--- src/rtl/sreg_pkg.sv ---
package sreg_pkg;

  typedef enum logic [1:0] {
    KIND_STATUS = 2'd0,
    KIND_MSB    = 2'd1,
    KIND_LSB    = 2'd2,
    KIND_NONE   = 2'd3
  } reg_kind_e;

  // Next burst address: wraps to status after the last data byte or any
  // address beyond it.
  function automatic int unsigned wrap_step(input int unsigned cur,
                                            input int unsigned last);
    return (cur >= last) ? 0 : cur + 1;
  endfunction

endpackage

--- src/rtl/sreg_axis_slot.sv ---
module sreg_axis_slot #(
  parameter int unsigned SAMPLE_W = 14
) (
  input  logic                clk,
  input  logic                rst_n,
  input  logic                en,
  input  logic                load,
  input  logic [SAMPLE_W-1:0] din,
  input  logic                msb_read,
  output logic [SAMPLE_W-1:0] q,
  output logic                ready
);

  always_ff @(posedge clk or negedge rst_n) begin
    if (!rst_n) begin
      q <= '0;
    end else if (!en) begin
      q <= '0;
    end else if (load) begin
      q <= din;
    end
  end

  // A new sample beats a clearing read in the same cycle.
  always_ff @(posedge clk or negedge rst_n) begin
    if (!rst_n) begin
      ready <= 1'b0;
    end else if (!en) begin
      ready <= 1'b0;
    end else if (load) begin
      ready <= 1'b1;
    end else if (msb_read) begin
      ready <= 1'b0;
    end
  end

endmodule

--- src/rtl/sreg_all_ready.sv ---
module sreg_all_ready #(
  parameter int unsigned NUM_AXES = 3
) (
  input  logic                clk,
  input  logic                rst_n,
  input  logic                en,
  input  logic                load,
  input  logic [NUM_AXES-1:0] msb_read,
  output logic                all_ready
);

  logic [NUM_AXES-1:0] seen_q;
  logic [NUM_AXES-1:0] seen_nxt;
  logic                every_read;

  assign seen_nxt   = seen_q | msb_read;
  assign every_read = all_ready && (&seen_nxt);

  always_ff @(posedge clk or negedge rst_n) begin
    if (!rst_n) begin
      all_ready <= 1'b0;
      seen_q    <= '0;
    end else if (!en) begin
      all_ready <= 1'b0;
      seen_q    <= '0;
    end else if (load) begin
      all_ready <= 1'b1;
      seen_q    <= '0;
    end else if (every_read) begin
      all_ready <= 1'b0;
      seen_q    <= '0;
    end else if (all_ready) begin
      seen_q    <= seen_nxt;
    end
  end

endmodule

--- src/rtl/sreg_read_ptr.sv ---
module sreg_read_ptr #(
  parameter int unsigned ADDR_W    = 3,
  parameter int unsigned LAST_ADDR = 6
) (
  input  logic              clk,
  input  logic              rst_n,
  input  logic              en,
  input  logic              start,
  input  logic [ADDR_W-1:0] addr,
  input  logic              strobe,
  input  logic              stop,
  output logic [ADDR_W-1:0] cur_addr,
  output logic [ADDR_W-1:0] ptr_q
);

  logic [ADDR_W-1:0] step;

  assign cur_addr = start ? addr : ptr_q;
  assign step     = ADDR_W'(sreg_pkg::wrap_step(32'(cur_addr), LAST_ADDR));

  always_ff @(posedge clk or negedge rst_n) begin
    if (!rst_n) begin
      ptr_q <= '0;
    end else if (!en) begin
      ptr_q <= '0;
    end else if (stop) begin
      ptr_q <= '0;
    end else if (strobe) begin
      ptr_q <= step;
    end else if (start) begin
      ptr_q <= addr;
    end
  end

endmodule

--- src/rtl/sreg_lsb_snap.sv ---
module sreg_lsb_snap #(
  parameter int unsigned LSB_BITS = 6,
  parameter int unsigned AXIS_W   = 2
) (
  input  logic                clk,
  input  logic                rst_n,
  input  logic                en,
  input  logic                start,
  input  logic                stop,
  input  logic                strobe,
  input  logic                msb_hit,
  input  logic [AXIS_W-1:0]   msb_axis,
  input  logic [LSB_BITS-1:0] msb_low,
  output logic                snap_valid,
  output logic [AXIS_W-1:0]   snap_axis,
  output logic [LSB_BITS-1:0] snap_bits
);

  always_ff @(posedge clk or negedge rst_n) begin
    if (!rst_n) begin
      snap_valid <= 1'b0;
      snap_axis  <= '0;
      snap_bits  <= '0;
    end else if (!en) begin
      snap_valid <= 1'b0;
      snap_axis  <= '0;
      snap_bits  <= '0;
    end else if (stop) begin
      snap_valid <= 1'b0;
    end else if (strobe && msb_hit) begin
      snap_valid <= 1'b1;
      snap_axis  <= msb_axis;
      snap_bits  <= msb_low;
    end else if (strobe || start) begin
      snap_valid <= 1'b0;
    end
  end

endmodule

--- src/rtl/sensor_regbank.sv ---
module sensor_regbank #(
  parameter int unsigned SAMPLE_W = 14,
  parameter int unsigned BYTE_W   = 8,
  parameter int unsigned NUM_AXES = 3,
  parameter int unsigned ADDR_W   = 3
) (
  input  logic                         clk,
  input  logic                         rst_n,
  input  logic                         en,
  input  logic                         smp_valid,
  input  logic [NUM_AXES*SAMPLE_W-1:0] smp_data,
  input  logic                         rd_start,
  input  logic [ADDR_W-1:0]            rd_addr,
  input  logic                         rd_strobe,
  input  logic                         rd_stop,
  output logic [BYTE_W-1:0]            rd_data
);
  import sreg_pkg::*;

  localparam int unsigned LSB_BITS  = SAMPLE_W - BYTE_W;
  localparam int unsigned PAD_BITS  = BYTE_W - LSB_BITS;
  localparam int unsigned LAST_ADDR = 2 * NUM_AXES;
  localparam int unsigned AXIS_W    = (NUM_AXES > 1) ? $clog2(NUM_AXES) : 1;
  localparam logic [ADDR_W-1:0] LAST_A = ADDR_W'(LAST_ADDR);

  function automatic logic [BYTE_W-1:0] msb_byte(input logic [SAMPLE_W-1:0] s);
    return s[SAMPLE_W-1 -: BYTE_W];
  endfunction

  function automatic logic [BYTE_W-1:0] lsb_byte(input logic [LSB_BITS-1:0] b);
    return {b, {PAD_BITS{1'b0}}};
  endfunction

  logic [ADDR_W-1:0]   cur_addr;
  logic [ADDR_W-1:0]   ptr_q;
  reg_kind_e           kind;
  logic [AXIS_W-1:0]   axis;
  logic [SAMPLE_W-1:0] live [NUM_AXES];
  logic [NUM_AXES-1:0] ready;
  logic                all_ready;
  logic [SAMPLE_W-1:0] sel_sample;
  logic                sample_load;
  logic                msb_hit;
  logic                lsb_hit;
  logic                status_hit;
  logic [NUM_AXES-1:0] msb_read_vec;
  logic                snap_valid;
  logic [AXIS_W-1:0]   snap_axis;
  logic [LSB_BITS-1:0] snap_bits;
  logic [BYTE_W-1:0]   byte_nxt;

  assign sample_load = en && smp_valid;

  sreg_read_ptr #(.ADDR_W(ADDR_W), .LAST_ADDR(LAST_ADDR)) u_ptr (
    .clk(clk), .rst_n(rst_n), .en(en), .start(rd_start), .addr(rd_addr),
    .strobe(rd_strobe), .stop(rd_stop), .cur_addr(cur_addr), .ptr_q(ptr_q)
  );

  // Address decode: odd data addresses are high bytes, even are low bytes.
  always_comb begin
    kind = KIND_NONE;
    axis = '0;
    if (cur_addr == '0) begin
      kind = KIND_STATUS;
    end else if (cur_addr <= LAST_A) begin
      kind = cur_addr[0] ? KIND_MSB : KIND_LSB;
      axis = AXIS_W'((cur_addr - 1'b1) >> 1);
    end
  end

  assign status_hit = rd_strobe && (kind == KIND_STATUS);
  assign msb_hit    = rd_strobe && (kind == KIND_MSB);
  assign lsb_hit    = rd_strobe && (kind == KIND_LSB);

  for (genvar k = 0; k < NUM_AXES; k++) begin : g_axis
    assign msb_read_vec[k] = msb_hit && (32'(axis) == k);

    sreg_axis_slot #(.SAMPLE_W(SAMPLE_W)) u_slot (
      .clk(clk), .rst_n(rst_n), .en(en), .load(sample_load),
      .din(smp_data[k*SAMPLE_W +: SAMPLE_W]), .msb_read(msb_read_vec[k]),
      .q(live[k]), .ready(ready[k])
    );
  end

  sreg_all_ready #(.NUM_AXES(NUM_AXES)) u_all (
    .clk(clk), .rst_n(rst_n), .en(en), .load(sample_load),
    .msb_read(msb_read_vec), .all_ready(all_ready)
  );

  always_comb begin
    sel_sample = '0;
    for (int k = 0; k < NUM_AXES; k++) begin
      if (32'(axis) == k) sel_sample = live[k];
    end
  end

  sreg_lsb_snap #(.LSB_BITS(LSB_BITS), .AXIS_W(AXIS_W)) u_snap (
    .clk(clk), .rst_n(rst_n), .en(en), .start(rd_start), .stop(rd_stop),
    .strobe(rd_strobe), .msb_hit(msb_hit), .msb_axis(axis),
    .msb_low(sel_sample[LSB_BITS-1:0]), .snap_valid(snap_valid),
    .snap_axis(snap_axis), .snap_bits(snap_bits)
  );

  always_comb begin
    byte_nxt = '0;
    unique case (kind)
      KIND_STATUS: byte_nxt = BYTE_W'({all_ready, ready});
      KIND_MSB:    byte_nxt = msb_byte(sel_sample);
      KIND_LSB:    byte_nxt = (snap_valid && (snap_axis == axis)) ?
                              lsb_byte(snap_bits) : '0;
      default:     byte_nxt = '0;
    endcase
  end

  always_ff @(posedge clk or negedge rst_n) begin
    if (!rst_n) begin
      rd_data <= '0;
    end else if (!en) begin
      rd_data <= '0;
    end else if (rd_strobe) begin
      rd_data <= byte_nxt;
    end
  end

endmodule

--- config.mk ---
export PLATFORM = sky130hd
export DESIGN_NAME = sensor_regbank
export DESIGN_NICKNAME = d
export VERILOG_FILES = /design/src/rtl/sreg_pkg.sv /design/src/rtl/sreg_axis_slot.sv /design/src/rtl/sreg_all_ready.sv /design/src/rtl/sreg_read_ptr.sv /design/src/rtl/sreg_lsb_snap.sv /design/src/rtl/sensor_regbank.sv
export SDC_FILE = /design/constraint.sdc
export NUM_CORES = 1
export LEC_CHECK = 0
export ABC_AREA = 1
export BUFFER_PORTS_ARGS = -buffer_cell sky130_fd_sc_hd__buf_2
export CORE_MARGIN = 2
export CORE_UTILIZATION = 45
export CTS_CLUSTER_SIZE = 30
export DETAILED_ROUTE_END_ITERATION = 6
export HOLD_SLACK_MARGIN = 0.06
export PLACE_DENSITY = 0.75
export REMOVE_ABC_BUFFERS = 1
export SYNTH_ARGS = -nofsm -noshare
export SYNTH_HDL_FRONTEND = slang
export SYNTH_SLANG_ARGS = --single-unit
--- constraint.sdc ---
create_clock -name clk -period 3.44 [get_ports clk]
set_clock_uncertainty 0.1 [all_clocks]
set_input_delay 0.344 -clock clk [delete_from_list [all_inputs] [get_ports clk]]
set_output_delay 0.344 -clock clk [all_outputs]
set_load 0.02 [all_outputs]
==> metrics.yaml, run 1 <==
status: "completed"
path_cells: "nand2_1 > nand2_2 > inv_1 > ha_1 > nand3_2 > nand2_1 > inv_2 > nand2_2 > nand2_1 > o21bai_1 > nand3_1 > nand3_1 > a21oi_1"
synthArstFlopShare_pct: 100
clkTransAtPathRegs_ns: 0.08
cp_slowest_stage_delay_ns: 0.36
cts_made_buffers: 9
yosys_warnings: 0
vias_per_cell: 5.05
die_area_um2: 8340
drt-initial-drc-count: 203
cts-root-buf: "clkbuf_8"
num_rows: 31
start_kind: "flop"
insertion_delay_ns: 0.35
grt-ovfl-total: 0
grt_use_total_pct: 20.8
start_util_pct: 46.8
worst-path-buf-inv: 2
p_leak_uw: 0.00216
multi_input_area_um2: 1470
fin_cells: 590
vdd_ir_drop_max_mv: 0.279
netlist_area_um2: 3430
path_max_fanout: 11
ant_nets: 0
finalHoldViolations: 0
setup_violations: 0
synth_top_area_share_pct: 50.3
cp.required_ns: 3.57
drive_gt1_share_pct: 21.2
cts_setup_buffers: 0
worstMarginPinSlew_ns: 1.12
cts_tree: "built"
arrival_ns: 2.69
postLayoutCoreUtil_pct: 55.1
path_common_cell: "nand2_1"
slew_viol_final: 0
avgRoutedWirePerCell_um: 13.7
fillers: 718
synth-seq-cells: 69
drt-pass1-iter-count: 4
power_uw: 1900
crit_family: "simple AND/OR/NAND/NOR gates"
ys_seq_area_share_pct: 50.3
ff_latch_area_um2: 1730
grt_max_degree: 55
die_y_um: 91.3
htree_levels: 3
drcViolationCount: 0
fmax_mhz: 391
grt_pass1_wl_um: 13800
die_x_um: 91.3
period_share_pct: 74.4
syn_to_final_growth_pct: 17.7
place_inst: 574
ios: 60
tns_ns: 0
port_buffers: 59
synth_flop_cell: "dfrtp_1"
antenna_found_initial: 0
synth_area_per_cell_um2: 8.00
final_nets: 542
antennaDiodeCount: 0
drt_wl_total_um: 8090
min_period_ns: 2.56
dr_total_vias: 2977
hpwl_um: 5660
yosys.area.top_type: "dfrtp_1"
syn_inst: 429
synth_edf_count: 0
gp_congestion: 0.852
crit_type: "reg2reg"
grt_pass1_vias: 2956
cts-resized-gates: 0
relSlewSlack_pct: 25.7
synth.distinct_cells: 30
yosys-top-cells-count: "nand2_1, dfrtp_1, nand3_1"
hold_buffers: 0
synth_most_common_cell: "nand2_1"
clk_path_buf_depth: 2
ys_top_cells_by_area: "dfrtp_1, nand2_1, nand3_1"
clock-sinks: 69
end_kind: "flop"
core_area_um2: 7330
maxCapViolations: 0
rsz0062_at_grt: "false"
crit_slowest_cell: "dfrtp_1"
powerDensity_nw_per_um2: 470
hold_class: "in2async"
-- final timing paths --
check / startpoint / end / slack (ns) / depth (start not counted)
min in group clk: smp_data[21] / g_axis[1].u_slot.q[7]$_DFFE_PN0P_ / 0.11 / 3
worst max register to register: u_ptr.ptr_q[0]$_DFF_PN0_ / u_all.seen_q[2]$_DFFE_PN0P_ / 0.88 / 13
max in group asynchronous: rst_n / g_axis[1].u_slot.q[8]$_DFFE_PN0P_ / 2.29 / 2
worst max-delay path: u_ptr.ptr_q[0]$_DFF_PN0_ / u_all.seen_q[2]$_DFFE_PN0P_ / 0.88 / 13
worst min register to register: g_axis[1].u_slot.q[9]$_DFFE_PN0P_ / g_axis[1].u_slot.q[9]$_DFFE_PN0P_ / 0.37 / 2
worst min-delay path: rst_n / g_axis[1].u_slot.q[10]$_DFFE_PN0P_ / 0.11 / 1
-- sequential cells by signal, summed over array words and instances, names as in the netlist --
register / cells
u_all.all_ready: 1
u_ptr.ptr_q: 3
rd_data: 8
u_snap.snap_axis: 2
u_snap.snap_bits: 6
g_axis.u_slot.q: 42
u_snap.snap_valid: 1
g_axis.u_slot.ready: 3
u_all.seen_q: 3
-- final cells by class --
class / count / area share [%]
Sequential cell: 69 / 42.7
Clock buffer: 11 / 3.74
Clock inverter: 5 / 2.04
Multi-Input combinational cell: 300 / 36.3
Tap cell: 99 / 3.06
Inverter: 42 / 3.90
Timing Repair Buffer: 64 / 8.23
-- through the flow --
step / setup slack (ns) / cell area, um2 / hold WS (ns)
finish: 0.880 / 4040 / 0.108
global placement: 0.828 / 3810 / 0.355
global route: 0.640 / 4040 / 0.115
detailed placement: 0.669 / 3810 / 0.358
floorplan: 1.23 / 3350 / -0.0516
CTS: 0.871 / 4040 / 0.107
-- kinds of logic (layout without fill, tap and decap cells) --
family | Yosys count | after routing | synth area share (%)
AO/OA/AOI/OAI | 54 | 54 | 9.84
buffers and inverters | 60 | 122 | 6.96
flip-flops | 69 | 69 | 50.3
adder cells (fa/ha/maj) | 4 | 4 | 1.46
AND/OR/NAND/NOR | 242 | 242 | 31.5
-- power breakdown --
part | total [uW] | switching, uW | internal (uW)
logic | 265 | 184 | 81.2
registers | 867 | 18.5 | 848
clock network | 767 | 318 | 449
total | 1900 | 520 | 1380
-- routing by layer --
layer | global-route usage [%] | wire, um | vias up
met1 | 29.8 | 3950 | 1375
li1 | - | - | 1511
met4 | 7.58 | 136 | 0
met2 | 31.0 | 3620 | 79
met5 | 0 | 0 | -
met3 | 4.73 | 382 | 12
-- cell usage in the layout (no fill, tap or decap), types with 3 or more instances in the layout --
master      n
nand2_1   149
dfrtp_1    69
nand3_1    63
buf_2      59
inv_1      38
o21ai_0    20
clkbuf_8   11
a21oi_1     9
nor2_1      8
nand4_1     8
o21ai_1     8
o211ai_2    6
nand2_2     5
buf_4       5
inv_2       4
o22ai_1     4
ha_1        4
nand3_2     3
Power figures use the tool's default switching activity.
==> inputs of run 2 (changes only) <==
- clock period: 3.44 -> 2.7 ns (I/O delays scaled with it)
==> run 2 against run 1 <==
Compared with the run above: worst setup slack worse by 0.47 ns; critical path type unchanged; register-to-register slack worse by 0.47 ns; global-route usage up 1.4 points; sequential power up 28%.
==> metrics.yaml, run 2 (synthesis results as in run 1) <==
p_leak_uw: 0.00223  # +3.3%
fillers: 677  # -5.7%
final_cell_mix: "nand2_1, dfrtp_1, nand3_1"
cts_tree: "built"
gp_congestion: 0.873  # +2.6%
grt_pass1_vias: 2989  # +1.1%
fin_cells: 610  # +3.4%
cts_made_buffers: 9  # unchanged
ios: 60  # unchanged
slew_viol_final: 0  # unchanged
powerDensity_nw_per_um2: 560  # +19%
syn_to_final_growth_pct: 22.8
rr_startpoint: "u_ptr.ptr_q[0]$_DFF_PN0_"
grt-ovfl-total: 0  # unchanged
antenna_found_initial: 0  # unchanged
setup_violations: 0  # unchanged
ant_nets: 0  # unchanged
ff_latch_area_um2: 1730  # unchanged
endpoint: "rd_data[7]$_DFFE_PN0P_"
die_area_um2: 8340  # unchanged
vdd_ir_drop_max_mv: 0.312  # +12%
clk_path_buf_depth: 2  # unchanged
clkTransAtPathRegs_ns: 0.07  # about the same
grt_max_degree: 55  # unchanged
tns_ns: 0  # unchanged
insertion_delay_ns: 0.35  # about the same
top_regs: "g_axis.u_slot.q: 42 flops, rd_data: 8 flops, u_snap.snap_bits: 6 flops"
crit_type: "reg2reg"
multi_input_area_um2: 1470  # unchanged
period_share_pct: 84.8  # +10 points
min_path_cells: 3
num_rows: 31  # unchanged
htree_levels: 3  # unchanged
die_y_um: 91.3  # unchanged
start_kind: "flop"
port_buffers: 59  # unchanged
vias_per_cell: 5.24  # +3.8%
rrSetupSlack_ns: 0.41  # -0.47 ns
dr_total_vias: 3195  # +7.3%
start_util_pct: 46.8  # unchanged
drive_gt1_share_pct: 20.5  # -0.63 points
fmax_mhz: 437  # +12%
drt_wl_total_um: 8630  # +6.7%
cts-resized-gates: 0  # unchanged
drt-initial-drc-count: 306  # +51%
maxCapViolations: 0  # unchanged
drcViolationCount: 0  # unchanged
finalHoldViolations: 0  # unchanged
arrival_ns: 2.43  # -0.26 ns
rsz0062_at_grt: "false"
place_inst: 576  # +0.35%
drt-pass1-iter-count: 5  # +1
die_x_um: 91.3  # unchanged
worst-r2r-cell-count: 16  # +3
status: "completed"
relSlewSlack_pct: 41.1  # +15 points
end_kind: "flop"
final_nets: 562  # +3.7%
cts-root-buf: "clkbuf_8"
grt_use_total_pct: 22.2  # +1.4 points
hold_class: "in2reg"
placed_cell_area_um2: 3820  # +0.39%
worstMarginPinSlew_ns: 0.884  # -0.231 ns
setup.worst_path.start: "u_ptr.ptr_q[0]$_DFF_PN0_"
clock-sinks: 69  # unchanged
final_common_cell: "nand2_1"
min_period_ns: 2.29  # -0.271 ns
cts_setup_buffers: 0  # unchanged
final_area_um2: 4220  # +4.3%
avgRoutedWirePerCell_um: 14.1  # +3.2%
cp.required_ns: 2.85  # -0.72 ns
grt_pass1_wl_um: 14700  # +6.4%
path_max_fanout: 8  # -3
antennaDiodeCount: 0  # unchanged
hpwl_um: 5990  # +5.7%
r2r_end: "rd_data[7]$_DFFE_PN0P_"
top_register: "g_axis.u_slot.q"
postLayoutCoreUtil_pct: 57.5  # +2.4 points
largest_reg_flops: 42  # unchanged
power_uw: 2360  # +24%
core_area_um2: 7330  # unchanged
-- run 2: changes by cell type in the layout (fill, tap and decap cells not counted) --
| cell | previous run | this run |
|---|---|---|
| dlygate4sd3_1 | 0 | 18 |
| buf_4 | 5 | 7 |
| clkinv_4 | 2 | 0 |
| bufinv_16 | 2 | 1 |
| clkbuf_1 | 0 | 1 |
| clkbuf_8 | 11 | 12 |
| clkinvlp_4 | 0 | 1 |
-- run 2: worst min path at each step --
| stage | startpoint | to | slack [ns] |
|---|---|---|---|
| floorplan | rst_n | g_axis[0].u_slot.q[0]$_DFFE_PN0P_ | -0.13 |
| global placement | rst_n | g_axis[2].u_slot.q[11]$_DFFE_PN0P_ | 0.32 |
| detailed placement | rst_n | g_axis[1].u_slot.q[10]$_DFFE_PN0P_ | 0.33 |
| CTS | smp_data[1] | g_axis[0].u_slot.q[1]$_DFFE_PN0P_ | 0.06 |
| global route | smp_data[0] | g_axis[0].u_slot.q[0]$_DFFE_PN0P_ | 0.07 |
| finish | smp_data[14] | g_axis[1].u_slot.q[0]$_DFFE_PN0P_ | 0.06 |
-- run 2: through the flow --
step | setup slack, ns | hold WS [ns]
2_1_floorplan | 0.564 | -0.126
3_3_place_gp | 0.312 | 0.324
3_5_place_dp | 0.240 | 0.332
4_1_cts | 0.414 | 0.0616
5_1_grt | 0.159 | 0.0698
6_report | 0.411 | 0.0580
-- run 2: layer usage --
metal  global-route usage [%]  up-vias  share of wire (%)
met3                     3.40       20                5.9
li1                         -     1550                  -
met1                     33.0     1504                 48
met4                     8.08        0                2.4
met5                        0        -                  0
met2                     32.9      121                 43
-- run 2: worst max-delay path, cell delays in order (launching register included) --
cell      delay, ns
dfrtp_1        0.37
nand2_1        0.08
nand2_2        0.11
inv_1          0.15
ha_1           0.21
inv_1          0.06
nor2_1         0.08
nand3_1        0.06
nand2_1        0.12
nand2_4        0.09
nand2_1        0.16
buf_4          0.24
o211ai_2       0.09
nand2_1        0.07
nand2_1        0.07
nand2_1        0.07
nand2_1        0.04
-- run 2: final cells by class --
| cell class | count | area share, % |
|---|---|---|
| clock buffer | 13 | 4.01 |
| clock inverter | 3 | 1.01 |
| inverter | 42 | 3.74 |
| multi-input combinational | 300 | 34.8 |
| sequential | 69 | 41.0 |
| tap | 99 | 2.94 |
| timing repair buffer | 84 | 12.5 |
-- run 2: report_power, final --
group	switching [uW]	internal (uW)
Sequential	25.1	1080
Clock	386	501
Combinational	239	126
Total	651	1710
-- run 2: what timing repair did --
action                                  4_1_cts  5_1_grt
endpoints found under the setup margin        0        0
hold buffers                                 18        0
endpoints found under the hold margin        53        0
==> inputs of run 3 (changes only) <==
- ABC_AREA: 1 -> 0
- clock period: 2.7 -> 2.39 ns (I/O delays scaled with it)
==> run 3 against run 2 <==
Compared with the run above: maximum frequency decreased by 0.57%; clock power increased by 15%; non-clock buffer count increased by 20; register-to-register slack got worse by 0.32 ns; largest cell class unchanged; largest power group unchanged.
==> metrics.yaml, run 3 <==
status: "completed"
powerDensity_nw_per_um2: 603  # +7.7%
whs_endpoint: "g_axis[1].u_slot.q[10]$_DFFE_PN0P_"
fin_cells: 523  # -14%
place_inst: 483  # -16%
die_y_um: 92.1  # +0.82%
rrSetupSlack_ns: 0.09  # -0.32 ns
ys_top_cells_by_area: "dfrtp_1, mux2i_1, nor2b_1"
cts_made_buffers: 9  # unchanged
netlist_area_um2: 3490  # +1.7%
yosys.area.top_type: "dfrtp_1"
synthArstFlopShare_pct: 100  # unchanged
drcViolationCount: 0  # unchanged
finalHoldViolations: 0  # unchanged
yosys_warnings: 0  # unchanged
synth_edf_count: 0  # unchanged
grt-ovfl-total: 0  # unchanged
slew_viol_final: 0  # unchanged
arrival_ns: 2.43  # about the same
ant_nets: 0  # unchanged
path_common_cell: "and2_4"
crit_family: "simple AND/OR/NAND/NOR gates"
rr_startpoint: "u_ptr.ptr_q[1]$_DFF_PN0_"
path_cells: "mux2i_1 > inv_1 > ha_2 > nand4b_1 > and2_4 > and3_4 > o211a_1 > and2_4 > a221o_1"
fmax_mhz: 434  # -0.57%
start_kind: "flop"
top_regs: "g_axis.u_slot.q: 42 flops, rd_data: 8 flops, u_snap.snap_bits: 6 flops"
crit_type: "reg2reg"
drt-initial-drc-count: 176  # -42%
synth.distinct_cells: 46  # +53%
grt_pass1_wl_um: 13600  # -7.2%
cts_tree: "built"
start_util_pct: 45.9  # -0.93 points
final_cell_mix: "dfrtp_1, buf_2, mux2i_1, nor2b_1, dlygate4sd3_1"
drive_gt1_share_pct: 26.4  # +5.8 points
die_x_um: 92.1  # +0.82%
final_nets: 473  # -16%
antenna_found_initial: 0  # unchanged
final_common_cell: "dfrtp_1"
placed_cell_area_um2: 4010  # +5.0%
path_max_fanout: 4  # -4
end_kind: "flop"
worstHoldStart: "smp_data[24]"
cts-root-buf: "clkbuf_8"
synth_top_area_share_pct: 49.4  # -0.85 points
ios: 60  # unchanged
cp_slowest_stage_delay_ns: 0.38  # about the same
final_area_um2: 4520  # +7.3%
synth_most_common_cell: "dfrtp_1"
insertion_delay_ns: 0.35  # about the same
hold_class: "in2reg"
avgRoutedWirePerCell_um: 15.8  # +12%
grt_use_total_pct: 20.5  # -1.7 points
clkTransAtPathRegs_ns: 0.07  # about the same
min_path_cells: 3  # unchanged
grt_pass1_vias: 2859  # -4.3%
drt-pass1-iter-count: 4  # -1
largest_reg_flops: 42  # unchanged
core_area_um2: 7610  # +3.8%
top_register: "g_axis.u_slot.q"
syn_inst: 321  # -25%
relSlewSlack_pct: 53.5  # +12 points
worst-path-buf-inv: 1  # -2
cp.required_ns: 2.52  # -0.33 ns
worstMarginPinSlew_ns: 0.698  # -0.186 ns
period_share_pct: 96.3  # +12 points
rsz0062_at_grt: "true"
num_rows: 32  # +3.2%
clk_path_buf_depth: 2  # unchanged
grt_max_degree: 57  # +3.6%
htree_levels: 3  # unchanged
r2r_end: "rd_data[5]$_DFFE_PN0P_"
crit_slowest_cell: "dfrtp_1"
synth_area_per_cell_um2: 10.9  # +36%
syn_to_final_growth_pct: 29.5
min_period_ns: 2.30  # +0.0130 ns
clock-sinks: 69  # unchanged
synth-seq-cells: 69  # unchanged
ys_seq_area_share_pct: 49.4  # -0.85 points
maxCapViolations: 0  # unchanged
vias_per_cell: 5.39  # +2.9%
hpwl_um: 5560  # -7.0%
worst-r2r-cell-count: 9  # -7
port_buffers: 59  # unchanged
drt_wl_total_um: 8260  # -4.2%
die_area_um2: 8480  # +1.6%
vdd_ir_drop_max_mv: 0.410  # +31%
dr_total_vias: 2818  # -12%
p_leak_uw: 0.00215  # -3.7%
yosys-top-cells-count: "dfrtp_1, mux2i_1, nor2b_1"
antennaDiodeCount: 0  # unchanged
synth_flop_cell: "dfrtp_1"
gp_congestion: 0.878  # +0.57%
setup_violations: 0  # unchanged
run 3: changes by cell type in the layout (fill, tap and decap cells not counted), sizes merged, moves of 23 or more:
cell	before	now
nand2	156	20
nand3	67	2
mux2i	0	47
nor2b	0	46
inv	42	4
o21ai	28	5
run 3: how the worst max path moves through the flow:
stage	start	end	cells after the start
after floorplan	u_ptr.ptr_q[0]$_DFF_PN0_	rd_data[2]$_DFFE_PN0P_	8
after global placement	rd_start	rd_data[6]$_DFFE_PN0P_	10
after detailed placement	rd_start	rd_data[5]$_DFFE_PN0P_	10
after CTS	u_ptr.ptr_q[1]$_DFF_PN0_	rd_data[5]$_DFFE_PN0P_	9
after global routing	u_ptr.ptr_q[1]$_DFF_PN0_	rd_data[5]$_DFFE_PN0P_	9
final	u_ptr.ptr_q[1]$_DFF_PN0_	rd_data[5]$_DFFE_PN0P_	9
run 3: metal layers:
metal  vias up  GRT usage (%)  routed length, um
li1       1354              -                  -
met1      1374           28.6               3780
met2        81           31.6               3970
met3         9           4.03                389
met4         0           7.84                124
met5         -              0                  0
run 3: final cells by class:
| class | instances | area, um2 |
|---|---|---|
| clock buffer | 10 | 138 |
| inverter | 4 | 15.0 |
| sequential | 69 | 1730 |
| multi-input combinational | 229 | 1710 |
| timing repair buffer | 104 | 731 |
| clock inverter | 5 | 75.1 |
| fill | 651 | 3080 |
| tap | 102 | 128 |
run 3: through the flow:
step	setup slack (ns)	utilization, %	total power [uW]	hold WS [ns]	TNS, ns
6_report	0.0875	59.5	2730	0.0640	0
4_1_cts	0.0107	58.8	2740	0.0607	0
2_1_floorplan	-0.128	-	1470	-0.157	-0.471
3_3_place_gp	-0.00137	52.8	1670	0.217	-0.00164
3_5_place_dp	-0.0693	52.8	1680	0.221	-0.465
5_1_grt	-0.0605	59.5	2850	0.0730	-0.289
run 3: report_power, final:
part	internal [uW]	switching, uW	leakage, uW
Combinational	218	231	0.00111
Sequential	1220	34.9	0.000927
Clock	604	420	0.000112
run 3: worst min-delay path, stage by stage:
cell and delay (ns):
buf_2 0.08, mux2i_1 0.06, nor2b_1 0.09
run 3: cell families (layout without fill, tap and decap cells):
family / count (synthesis) / after routing / synth area share, %
AO/OA/AOI/OAI: 71 / 71 / 15.5
adder cells (fa/ha/maj): 4 / 4 / 1.43
AND/OR/NAND/NOR: 106 / 106 / 16.7
multiplexers: 48 / 48 / 13.9
flip-flops: 69 / 69 / 49.4
buffers and inverters: 23 / 123 / 2.97
run 3: repair_timing:
item,4_1_cts,5_1_grt
gates resized for setup,2,7
setup endpoints to repair,4,18
hold buffers,24,0
pin swaps,0,2
hold endpoints to repair,50,0
buffers inserted,0,1
